===== src/rtl/subsec_pkg.sv =====
`timescale 1ns/1ps
package subsec_pkg;
  localparam logic [1:0] ADDR_SEC  = 2'd0;
  localparam logic [1:0] ADDR_CTL  = 2'd1;
  localparam logic [1:0] ADDR_EVT  = 2'd2;
  localparam logic [1:0] ADDR_FRAC = 2'd3;

  // next BCD seconds value, wrapping 59 -> 00
  function automatic logic [7:0] bcd_sec_next(logic [7:0] v);
    if (v[3:0] == 4'd9) begin
      if (v[6:4] == 3'd5) return 8'h00;
      return {1'b0, v[6:4] + 3'd1, 4'h0};
    end
    return {v[7:4], v[3:0] + 4'd1};
  endfunction

  // divider count scaled to hundredths of a second
  function automatic int unsigned hundredths(int unsigned c, int unsigned div);
    return (c * 100) / div;
  endfunction

  // two-digit BCD of a value below 100
  function automatic logic [7:0] to_bcd99(int unsigned v);
    return {4'(v / 10), 4'(v % 10)};
  endfunction
endpackage


===== src/rtl/subsec_sync2.sv =====
`timescale 1ns/1ps
module subsec_sync2 (
  input  logic clk,
  input  logic rst_n,
  input  logic d_async,
  output logic q_sync
);
  logic stage1;

  always_ff @(posedge clk or negedge rst_n) begin
    if (!rst_n) begin
      stage1 <= 1'b0;
      q_sync <= 1'b0;
    end else begin
      stage1 <= d_async;
      q_sync <= stage1;
    end
  end
endmodule


===== src/rtl/subsec_divider.sv =====
`timescale 1ns/1ps
module subsec_divider #(
  parameter int unsigned DIV = 32768,
  localparam int CW = (DIV > 1) ? $clog2(DIV) : 1
) (
  input  logic          clk,
  input  logic          rst_n,
  input  logic          osc_en,
  input  logic          zero,
  output logic [CW-1:0] cnt,
  output logic          roll
);
  localparam logic [CW-1:0] LAST = CW'(DIV - 1);

  assign roll = osc_en && !zero && (cnt == LAST);

  always_ff @(posedge clk or negedge rst_n) begin
    if (!rst_n)      cnt <= '0;
    else if (zero)   cnt <= '0;
    else if (roll)   cnt <= '0;
    else if (osc_en) cnt <= cnt + 1'b1;
  end
endmodule


===== src/rtl/subsec_seconds.sv =====
`timescale 1ns/1ps
module subsec_seconds
  import subsec_pkg::*;
(
  input  logic       clk,
  input  logic       rst_n,
  input  logic       roll,
  input  logic       wr_sec,
  input  logic [7:0] wdata,
  output logic [7:0] sec_val,
  output logic       carry_pend,
  output logic       tick,
  output logic       wrap
);
  assign tick = carry_pend && !wr_sec;
  assign wrap = tick && (sec_val == 8'h59);

  always_ff @(posedge clk or negedge rst_n) begin
    if (!rst_n) begin
      sec_val    <= 8'h00;
      carry_pend <= 1'b0;
    end else if (wr_sec) begin
      sec_val    <= {1'b0, wdata[6:0]};
      carry_pend <= 1'b0;
    end else begin
      if (carry_pend) sec_val <= bcd_sec_next(sec_val);
      carry_pend <= roll;
    end
  end
endmodule


===== src/rtl/subsec_prescaler.sv =====
`timescale 1ns/1ps
module subsec_prescaler
  import subsec_pkg::*;
#(
  parameter int unsigned DIV = 32768
) (
  input  logic       clk,
  input  logic       rst_n,
  input  logic       osc_en,
  input  logic       cmd_active,
  input  logic       wr_en,
  input  logic [1:0] reg_addr,
  input  logic [7:0] wr_data,
  output logic [7:0] rd_data,
  input  logic       evt_pin,
  output logic       sec_tick,
  output logic       min_carry
);
  localparam int CW = (DIV > 1) ? $clog2(DIV) : 1;

  logic [CW-1:0] cnt;
  logic          roll, zero;
  logic          cmd_d, cmd_fall;
  logic          sw_pend, sw_hit;
  logic          evt_arm, evt_pol, evt_s, evt_hit;
  logic [1:0]    evt_filt;
  logic [7:0]    sec_val;
  logic          carry_pend;
  logic          wr_sec, wr_ctl, wr_evt;

  assign wr_sec = wr_en && (reg_addr == ADDR_SEC);
  assign wr_ctl = wr_en && (reg_addr == ADDR_CTL);
  assign wr_evt = wr_en && (reg_addr == ADDR_EVT);

  // command end detection and deferred software reset
  assign cmd_fall = cmd_d && !cmd_active;
  assign sw_hit   = sw_pend && cmd_fall;

  always_ff @(posedge clk or negedge rst_n) begin
    if (!rst_n) begin
      cmd_d   <= 1'b0;
      sw_pend <= 1'b0;
    end else begin
      cmd_d <= cmd_active;
      if (wr_ctl)      sw_pend <= wr_data[0];
      else if (sw_hit) sw_pend <= 1'b0;
    end
  end

  // event path: raw level after synchronizer, filter bits bypassed
  subsec_sync2 u_sync (
    .clk     (clk),
    .rst_n   (rst_n),
    .d_async (evt_pin),
    .q_sync  (evt_s)
  );

  assign evt_hit = evt_arm && (evt_s == evt_pol);

  always_ff @(posedge clk or negedge rst_n) begin
    if (!rst_n) begin
      evt_arm  <= 1'b0;
      evt_pol  <= 1'b0;
      evt_filt <= 2'b00;
    end else if (wr_evt) begin
      evt_arm  <= wr_data[0];
      evt_pol  <= wr_data[6];
      evt_filt <= wr_data[5:4];
    end else if (evt_hit) begin
      evt_arm <= 1'b0;
    end
  end

  assign zero = sw_hit || evt_hit;

  subsec_divider #(.DIV(DIV)) u_div (
    .clk    (clk),
    .rst_n  (rst_n),
    .osc_en (osc_en),
    .zero   (zero),
    .cnt    (cnt),
    .roll   (roll)
  );

  subsec_seconds u_sec (
    .clk        (clk),
    .rst_n      (rst_n),
    .roll       (roll),
    .wr_sec     (wr_sec),
    .wdata      (wr_data),
    .sec_val    (sec_val),
    .carry_pend (carry_pend),
    .tick       (sec_tick),
    .wrap       (min_carry)
  );

  always_comb begin
    unique case (reg_addr)
      ADDR_SEC:  rd_data = sec_val;
      ADDR_CTL:  rd_data = {7'd0, sw_pend};
      ADDR_EVT:  rd_data = {1'b0, evt_pol, evt_filt, 3'd0, evt_arm};
      default:   rd_data = to_bcd99(hundredths(32'(cnt), DIV));
    endcase
  end
endmodule


===== config.mk =====
export PLATFORM = sky130hd
export DESIGN_NAME = subsec_prescaler
export DESIGN_NICKNAME = d
export VERILOG_FILES = /design/src/rtl/subsec_pkg.sv /design/src/rtl/subsec_sync2.sv /design/src/rtl/subsec_divider.sv /design/src/rtl/subsec_seconds.sv /design/src/rtl/subsec_prescaler.sv
export SDC_FILE = /design/constraint.sdc
export NUM_CORES = 1
export LEC_CHECK = 0
export BUFFER_PORTS_ARGS = -buffer_cell sky130_fd_sc_hd__buf_2
export CORE_UTILIZATION = 55
export DETAILED_ROUTE_END_ITERATION = 7
export GPL_TIMING_DRIVEN = 0
export PLACE_DENSITY = 0.76
export SLEW_MARGIN = 20
export SYNTH_ARGS = -nofsm -noshare
export SYNTH_HDL_FRONTEND = slang
export SYNTH_SLANG_ARGS = --single-unit

===== constraint.sdc =====
create_clock -name clk -period 6.2 [get_ports clk]
set_input_delay 0.31 -clock clk [delete_from_list [all_inputs] [get_ports clk]]
set_output_delay 0.31 -clock clk [all_outputs]
set_load 0.05 [all_outputs]

### Word level (Yosys, flattened, before mapping)

Index checks and enable logic that the tools add are counted.

* register bits after elaboration: 32
* input port bits: 16
* word-level logic and storage cells: 67

* add/sub/neg operators: 3
* $mul: 1
* div/mod/pow operators: 2
* equality and inequality tests: 7
* multiplexer cells: 22
* reductions and logical operators: 21

Operators by type and width (number)
* two-way mux 8 bit: 6
* two-way mux 15 bit: 3
* divider 7 x 4 -> 32 bit (second input constant): 1
* remainder unit 7 x 4 -> 32 bit (second input constant): 1
* one-hot mux 8 bit (3 select lines): 1
* multiplier 15 x 5 -> 20 bit (second input constant): 1
* adder 15 x 1 -> 15 bit (second input constant): 1
* == test 15 bit (second input constant): 1
* two-way mux 1 bit: 12
* logical AND 1 bit: 10
* == test 8 x 7 -> 1 bit (second input constant): 1
* nonzero test 2 bit: 4
* adder 4 x 1 -> 4 bit (second input constant): 1
* == test 4 bit (second input constant): 1
* adder 3 x 1 -> 3 bit (second input constant): 1
* == test 3 bit (second input constant): 1
* zero test 1 bit: 3
* nonzero test 3 bit: 1
* == test 2 x 1 -> 1 bit (second input constant): 1
* == test 2 bit (second input constant): 1
* zero test 2 bit: 1
* AND reduction 2 bit: 1
* == test 1 bit: 1
* logical OR 1 bit: 1

### Longest topological paths before layout

Gate-level depths: netlist of the first run.

* depth in word-level cells: 10
* gate-level depth with buffers: 26

### By module

A second synthesis of the first run with hierarchy kept.

* cell total of the unflattened synthesis: 464
* area total of the unflattened synthesis: 3975.1 um2

By module, submodules not included
* subsec_prescaler: times used 1, cells each 313, area an instance 2572.5 um2
* subsec_divider: times used 1, cells each 99, area an instance 910.9 um2
* subsec_seconds: times used 1, cells each 50, area an instance 441.7 um2
* subsec_sync2: times used 1, cells each 2, area an instance 50.0 um2

### Worst setup path before layout of the first run

No wires, ideal clock.

* path kind: register to output
* start: register u_div.cnt[9]
* end: output rd_data[1]
* arrival time: 6.274 ns
* required time: 5.890 ns
* path slack: -0.384 ns
* cell stages (with the launch flop): 26
* path buffers: 2
* cells stage by stage: dfrtp_1 > ha_1 > ha_1 > inv_1 > fa_1 > inv_1 > ha_1 > buf_6 > and3_4 > and3_1 > o21a_1 > or4_1 > and2_4 > clkbuf_1 > inv_1 > ha_1 > inv_1 > a2111oi_4 > a211oi_4 > o21a_1 > a211o_1 > or3_4 > maj3_2 > o211a_1 > xnor2_1 > o21ai_1

* cells in the longest elaborated chain, start to end: 3

Ends and longest elaborated chain
* start, declared: line subsec_divider.sv:10 `output logic [CW-1:0] cnt,`
* start signal, assigned: line subsec_divider.sv:21 `else if (osc_en) cnt <= cnt + 1'b1;`
* multiplier 15 x 5 -> 20 bit: line subsec_pkg.sv:19 `return (c * 100) / div;`
* remainder unit 7 x 4 -> 32 bit: line subsec_pkg.sv:24 `return {4'(v / 10), 4'(v % 10)};`
* one-hot mux 8 bit (3 select lines): line subsec_prescaler.sv:98 `unique case (reg_addr)`
* end, declared: line subsec_prescaler.sv:14 `output logic [7:0] rd_data,`

No other way between the ends.

### Worst setup path after layout of the first run

* start: register u_div.cnt[10]
* end: output rd_data[1]

The elaborated chain is that of the path after synthesis.

==> flow_summary.ini, run 1 <==
[global_routing]
track_usage = 0.2712
grt_max_degree = 32
grt_pass1_wl_mm = 16.21
grt_pass1_vias = 3606
antenna_found_initial = 0
grt_overflow_total = 0

[placed_design]
placed_area_um2 = 4203
port_buffers = 22
dpl.hpwl_mm = 6.893
place_congestion = 0.9629
place_inst = 584

[synthesis]
synth_top_cells_by_area = dfrtp_1 20%, ha_1 16%, inv_1 5.1%
synth_area_leader_cell = dfrtp_1
yosysTopAreaCellShare = 0.1991
syn_area_um2 = 3896
synth_ff_type = dfrtp_1
syn-instance-count = 466
postSynth.asyncResetShare = 1.000
synth.distinct_cells = 82
yosys_register_bits = 31
ys.warnings.count = 0
synth_edf_count = 0
synth_nets = 541
seq_area_frac_synth = 0.1991
synth_area_per_cell_um2 = 8.361

[clock_network]
cts_root_buf = clkbuf_8
postCtsHoldBufs = 0
cts_buffer_depth = 2
cts_buffers = 5
clock_sinks = 31
insertion_delay_ns = 0.29
clkSlewWorstSetupHoldPaths_ns = 0.07
htreeDepth = 2
cts_tree = done

[route]
drt_pre_antenna_iters = 5
wl_mm = 10.54
wl_per_cell_um = 16.60
vias = 3881
ant_nets = 0
drc = 0
first_iter_violations = 181
vias_per_cell = 6.112

[critical_path]
critPathMaxStageDelay_ns = 0.53
critPathKind = reg -> out
critPathMaxFanout = 8
regToRegSetupSlack_ns = 3.71
end_kind = primary output
required_ns = 5.89
cp-start-kind = register
worstPathArrival_ns = 6.17
crit_slowest_cell = fa_2
reg2regPathDepth = 9
r2r-start = u_div.cnt[0]$_DFFE_PN0P_
reg2reg_to = u_div.cnt[11]$_DFFE_PN0P_
path_common_cell = ha_4

[final_layout]
nets = 614
diodes = 0
area_growth_pct = 30.03
final_cells = 635
mostFrequentLayoutCell = inv_1
n_fill_cell = 496
layout_common_cells = 47 x inv_1, 46 x buf_4, 35 x nand2_1
postLayoutCellArea_um2 = 5066
drive_gt1_frac = 0.3377

[floorplanning]
ios = 26
dieArea_um2 = 7424
die_h_um = 86.17
fp.dieW_um = 86.17
fp-row-count = 30
start_util = 0.5703
core_area_um2 = 6832

[timing]
skew_ns = 0.005461
layout_setup_ws_ns = -0.2778
setup_viol = 4
period_share = 1.045
layout_min_cycle_time_ns = 6.478
fmax_mhz = 154.4
fin_tns_setup_ns = -0.9654
report.final.slew_viol_count = 0
relSlewSlack = 0.5425
holdWs_ns = 0.06288
worstMarginPinSlew_ns = 0.6862
rsz0062_at_grt = true
hold_viol = 0

[power]
total_power_uw = 608.9
vdd_drop_max_v = 0.0001637
p_leak_uw = 0.002237
powerDensity_nw_per_um2 = 120.2

[run_status]
violations = setup timing
outcome = complete, but fails checks

[flow_run]
max_cap_viol_count = 0

[min_path]
min_path_type = in -> async
[synthesized netlist by cell type, types with 5 or more instances]
library cell / number
o21ai_0: 34
nor3_1: 12
and3_1: 5
nor2_1: 28
a21oi_1: 32
xor2_1: 6
fa_1: 9
and2_1: 7
nand3_1: 8
ha_1: 50
mux2i_1: 5
dfrtp_1: 31
nand2_1: 38
o21ai_1: 8
nand3b_1: 6
o31ai_1: 6
nand2b_1: 6
a211oi_1: 5
clkbuf_1: 8
inv_1: 53
[critical path, delay by kind of cell, from the launching register on]
kind / cells / cell delay, ns
AO/OA/AOI/OAI: 7 / 1.39
XOR/XNOR: 1 / 0.14
adder cells (fa/ha/maj): 6 / 1.67
buffers and inverters: 7 / 0.71
flip-flops: 1 / 0.47
AND/OR/NAND/NOR: 5 / 1.49
[worst max path at each step]
| stage | start | endpoint | slack, ns |
|---|---|---|---|
| final | u_div.cnt[10]$_DFFE_PN0P_ | rd_data[1] | -0.28 |
| after detailed placement | u_div.cnt[10]$_DFFE_PN0P_ | rd_data[1] | -0.41 |
| after floorplan | u_div.cnt[10]$_DFFE_PN0P_ | rd_data[1] | -0.04 |
| after global routing | u_div.cnt[10]$_DFFE_PN0P_ | rd_data[2] | -0.47 |
| after CTS | u_div.cnt[9]$_DFFE_PN0P_ | rd_data[1] | -0.18 |
| after global placement | u_div.cnt[6]$_DFFE_PN0P_ | rd_data[1] | -0.39 |
[layout make-up]
class | count | area [µm²] | area share
Multi-Input combinational cell | 367 | 3281 | 0.6476
Sequential cell | 31 | 784.5 | 0.1549
Timing Repair Buffer | 68 | 480.5 | 0.09484
Inverter | 54 | 215.2 | 0.04248
Tap cell | 96 | 120.1 | 0.02371
Buffer | 12 | 97.59 | 0.01926
Clock buffer | 6 | 82.58 | 0.01630
Clock inverter | 1 | 5.005 | 0.0009879
[layer usage]
metal	share of wire	vias up	global-route usage
li1	-	1840	-
met1	0.41	1870	0.3301
met2	0.51	145	0.4885
met3	0.055	26	0.04331
met4	0.018	0	0.08485
met5	0	-	0
[timing repair]
item                                    4_1_cts  5_1_grt
resized for setup                            48       40
endpoints found under the hold margin         0        0
buffers inserted                             30       16
endpoints found under the setup margin        4        4
pin swaps                                    30       32
[metrics by stage]
step | utilization | worst slack, ns
4_1_cts | 0.6962 | -0.1783
2_1_floorplan | - | -0.03878
6_report | 0.7416 | -0.2778
3_3_place_gp | 0.6152 | -0.3909
5_1_grt | 0.7416 | -0.4681
3_5_place_dp | 0.6152 | -0.4115
[power breakdown]
group / total, µW / leakage [µW] / internal, µW / switching [µW]
clock: 162 / 0.0000470 / 86.9 / 75.2
combinational: 196 / 0.00181 / 90.2 / 106
sequential: 251 / 0.000382 / 224 / 26.8
[state kept, by name, summed over array words and instances (netlist names)]
name,cells
evt_pol,1
u_sec.sec_val,7
evt_filt,2
cmd_d,1
evt_arm,1
u_sec.carry_pend,1
u_div.cnt,15
u_sync.stage1,1
u_sync.q_sync,1
sw_pend,1
[cells by family after synthesis]
logic type	count (synthesis)	share of synthesized area
simple gates	148	0.2078
fa+ha+maj	60	0.2097
buf+inv	68	0.07129
mux	10	0.03019
xor+xnor	12	0.03372
compound gates	137	0.2482
flops	31	0.1991
No activity file was read; power rests on OpenSTA's default activity.
==> inputs of run 2 (changes only) <==
--- a/config.mk
+++ b/config.mk
@@ -6,8 +6,11 @@
 export NUM_CORES = 1
 export LEC_CHECK = 0
 export BUFFER_PORTS_ARGS = -buffer_cell sky130_fd_sc_hd__buf_2
+export CORE_ASPECT_RATIO = 1.1
+export CORE_MARGIN = 1
 export CORE_UTILIZATION = 55
 export DETAILED_ROUTE_END_ITERATION = 7
+export GPL_ROUTABILITY_DRIVEN = 0
 export GPL_TIMING_DRIVEN = 0
 export PLACE_DENSITY = 0.76
 export SLEW_MARGIN = 20
==> run 2 against run 1 <==
Against the previous run: the flow still finishes with violations (setup timing); highest routed layer unchanged; non-clock buffer count rose by 15; register-to-register slack improved by 0.06 ns; final cell count rose by 0.31%; power fell by 3.7%; hold slack got worse by 0.0076 ns; setup slack got worse by 0.036 ns.
==> flow_summary.ini, run 2 (same netlist as run 1, synthesis figures left out) <==
[timing]
layout_min_cycle_time_ns = 6.513
relSlewSlack = 0.5371
rsz0062_at_grt = true
fin_tns_setup_ns = -1.135
worstMarginPinSlew_ns = 0.6944
period_share = 1.051
hold_viol = 0
layout_setup_ws_ns = -0.3134
setup_viol = 4
fmax_mhz = 153.5
report.final.slew_viol_count = 0
skew_ns = 0.002809
holdWs_ns = 0.05528

[critical_path]
crit_slowest_cell = fa_1
critPathMaxStageDelay_ns = 0.52
critPathKind = reg -> out
path_common_cell = ha_4
worstPathArrival_ns = 6.20
critPathMaxFanout = 6
end_kind = primary output
cp-start-kind = register
required_ns = 5.89
reg2regPathDepth = 9
r2r-start = u_div.cnt[0]$_DFFE_PN0P_
reg2reg_to = u_div.cnt[11]$_DFFE_PN0P_
regToRegSetupSlack_ns = 3.77

[floorplanning]
die_h_um = 90.28
fp.dieW_um = 82.25
dieArea_um2 = 7425
fp-row-count = 31
core_area_um2 = 6710
ios = 26
start_util = 0.5806

[global_routing]
grt_max_degree = 32
grt_overflow_total = 0
grt_pass1_wl_mm = 17.13
track_usage = 0.2957
grt_pass1_vias = 3813
antenna_found_initial = 0

[run_status]
violations = setup timing
outcome = complete, but fails checks

[clock_network]
cts_buffer_depth = 2
cts_buffers = 5
clkSlewWorstSetupHoldPaths_ns = 0.07
htreeDepth = 2
cts_root_buf = clkbuf_8
clock_sinks = 31
insertion_delay_ns = 0.29
cts_tree = done

[placed_design]
place_inst = 570
port_buffers = 22
dpl.hpwl_mm = 6.796
placed_area_um2 = 4185

[route]
vias = 3998
vias_per_cell = 6.276
drt_pre_antenna_iters = 5
ant_nets = 0
first_iter_violations = 244
wl_mm = 11.04
drc = 0
wl_per_cell_um = 17.32

[power]
swShare = 0.3484
vdd_drop_max_v = 0.0001303
power.net_switching_uw = 204.3
total_power_uw = 586.5
pwr-share-clk = 0.267
p_leak_uw = 0.002371
p_comb_frac = 0.309
internal-power_uw = 382.2
powerDensity_nw_per_um2 = 112.9
pwr-share-seq = 0.424

[flow_run]
max_cap_viol_count = 0

[final_layout]
drive_gt1_frac = 0.3477
diodes = 0
final_cells = 637
layout_common_cells = 55 x buf_4, 49 x inv_1, 34 x nand2_1, 34 x ha_1, 32 x o21ai_0
mostFrequentLayoutCell = buf_4
postLayoutCellArea_um2 = 5195
area_growth_pct = 33.33
nets = 629
largest_register = u_div.cnt
reg_top3 = u_div.cnt x15, u_sec.sec_val x7, evt_filt x2
largest_reg_flops = 15

[min_path]
min_path_type = in -> async
-- run 2: changes by cell type in the layout (fill, tap and decap cells not counted), sizes merged --
cell / previous run / this run
buf: 73 / 87
clkbuf: 13 / 15
-- run 2: power groups by stage --
stage | Combinational, µW | Clock (µW) | Sequential, µW
finish | 181 | 157 | 249
global route | 201 | 167 | 251
CTS | 182 | 158 | 247
detailed placement | 153 | 0 | 252
global placement | 148 | 0 | 251
floorplan | 116 | 0 | 244
-- run 2: repair_timing --
action / CTS / global route
gates resized for setup: 65 / 28
hold buffers: 0 / 0
endpoints found under the setup margin: 4 / 5
hold endpoints to repair: 0 / 0
pin swaps: 41 / 15
setup buffers: 46 / 16
-- run 2: worst max path at each step --
stage,slack [ns],end,from
after global routing,-0.59,rd_data[2],u_div.cnt[10]$_DFFE_PN0P_
after floorplan,-0.04,rd_data[1],u_div.cnt[10]$_DFFE_PN0P_
after detailed placement,-0.44,rd_data[1],u_div.cnt[10]$_DFFE_PN0P_
after global placement,-0.40,rd_data[1],u_div.cnt[10]$_DFFE_PN0P_
final,-0.31,rd_data[3],u_div.cnt[10]$_DFFE_PN0P_
after CTS,-0.17,rd_data[1],u_div.cnt[10]$_DFFE_PN0P_
-- run 2: layout make-up --
cell class | count | area, µm²
multi-input combinational | 367 | 3298
buffer | 12 | 93.84
timing repair buffer | 83 | 621.8
clock buffer | 7 | 76.32
fill | 447 | 1515
inverter | 54 | 217.7
tap | 82 | 102.6
sequential | 31 | 779.5
clock inverter | 1 | 5.005
-- run 2: layer usage --
layer	part of all wire	GRT usage
met4	0.022	0.09064
met5	0	0
met3	0.051	0.05152
met2	0.53	0.5399
met1	0.40	0.3380
-- run 2: critical path: cells and delay by family, from the launching register on --
family          cells  cell delay, ns
fa+ha+maj           5            1.33
buf+inv             9            1.00
xor+xnor            1            0.18
flops               1            0.45
simple gates        7            1.57
compound gates      6            1.39
-- run 2: per-stage QoR --
step,util,setup slack (ns)
global route,0.7742,-0.5928
floorplan,-,-0.03878
CTS,0.7376,-0.1674
detailed placement,0.6237,-0.4424
global placement,0.6237,-0.3951
finish,0.7742,-0.3134
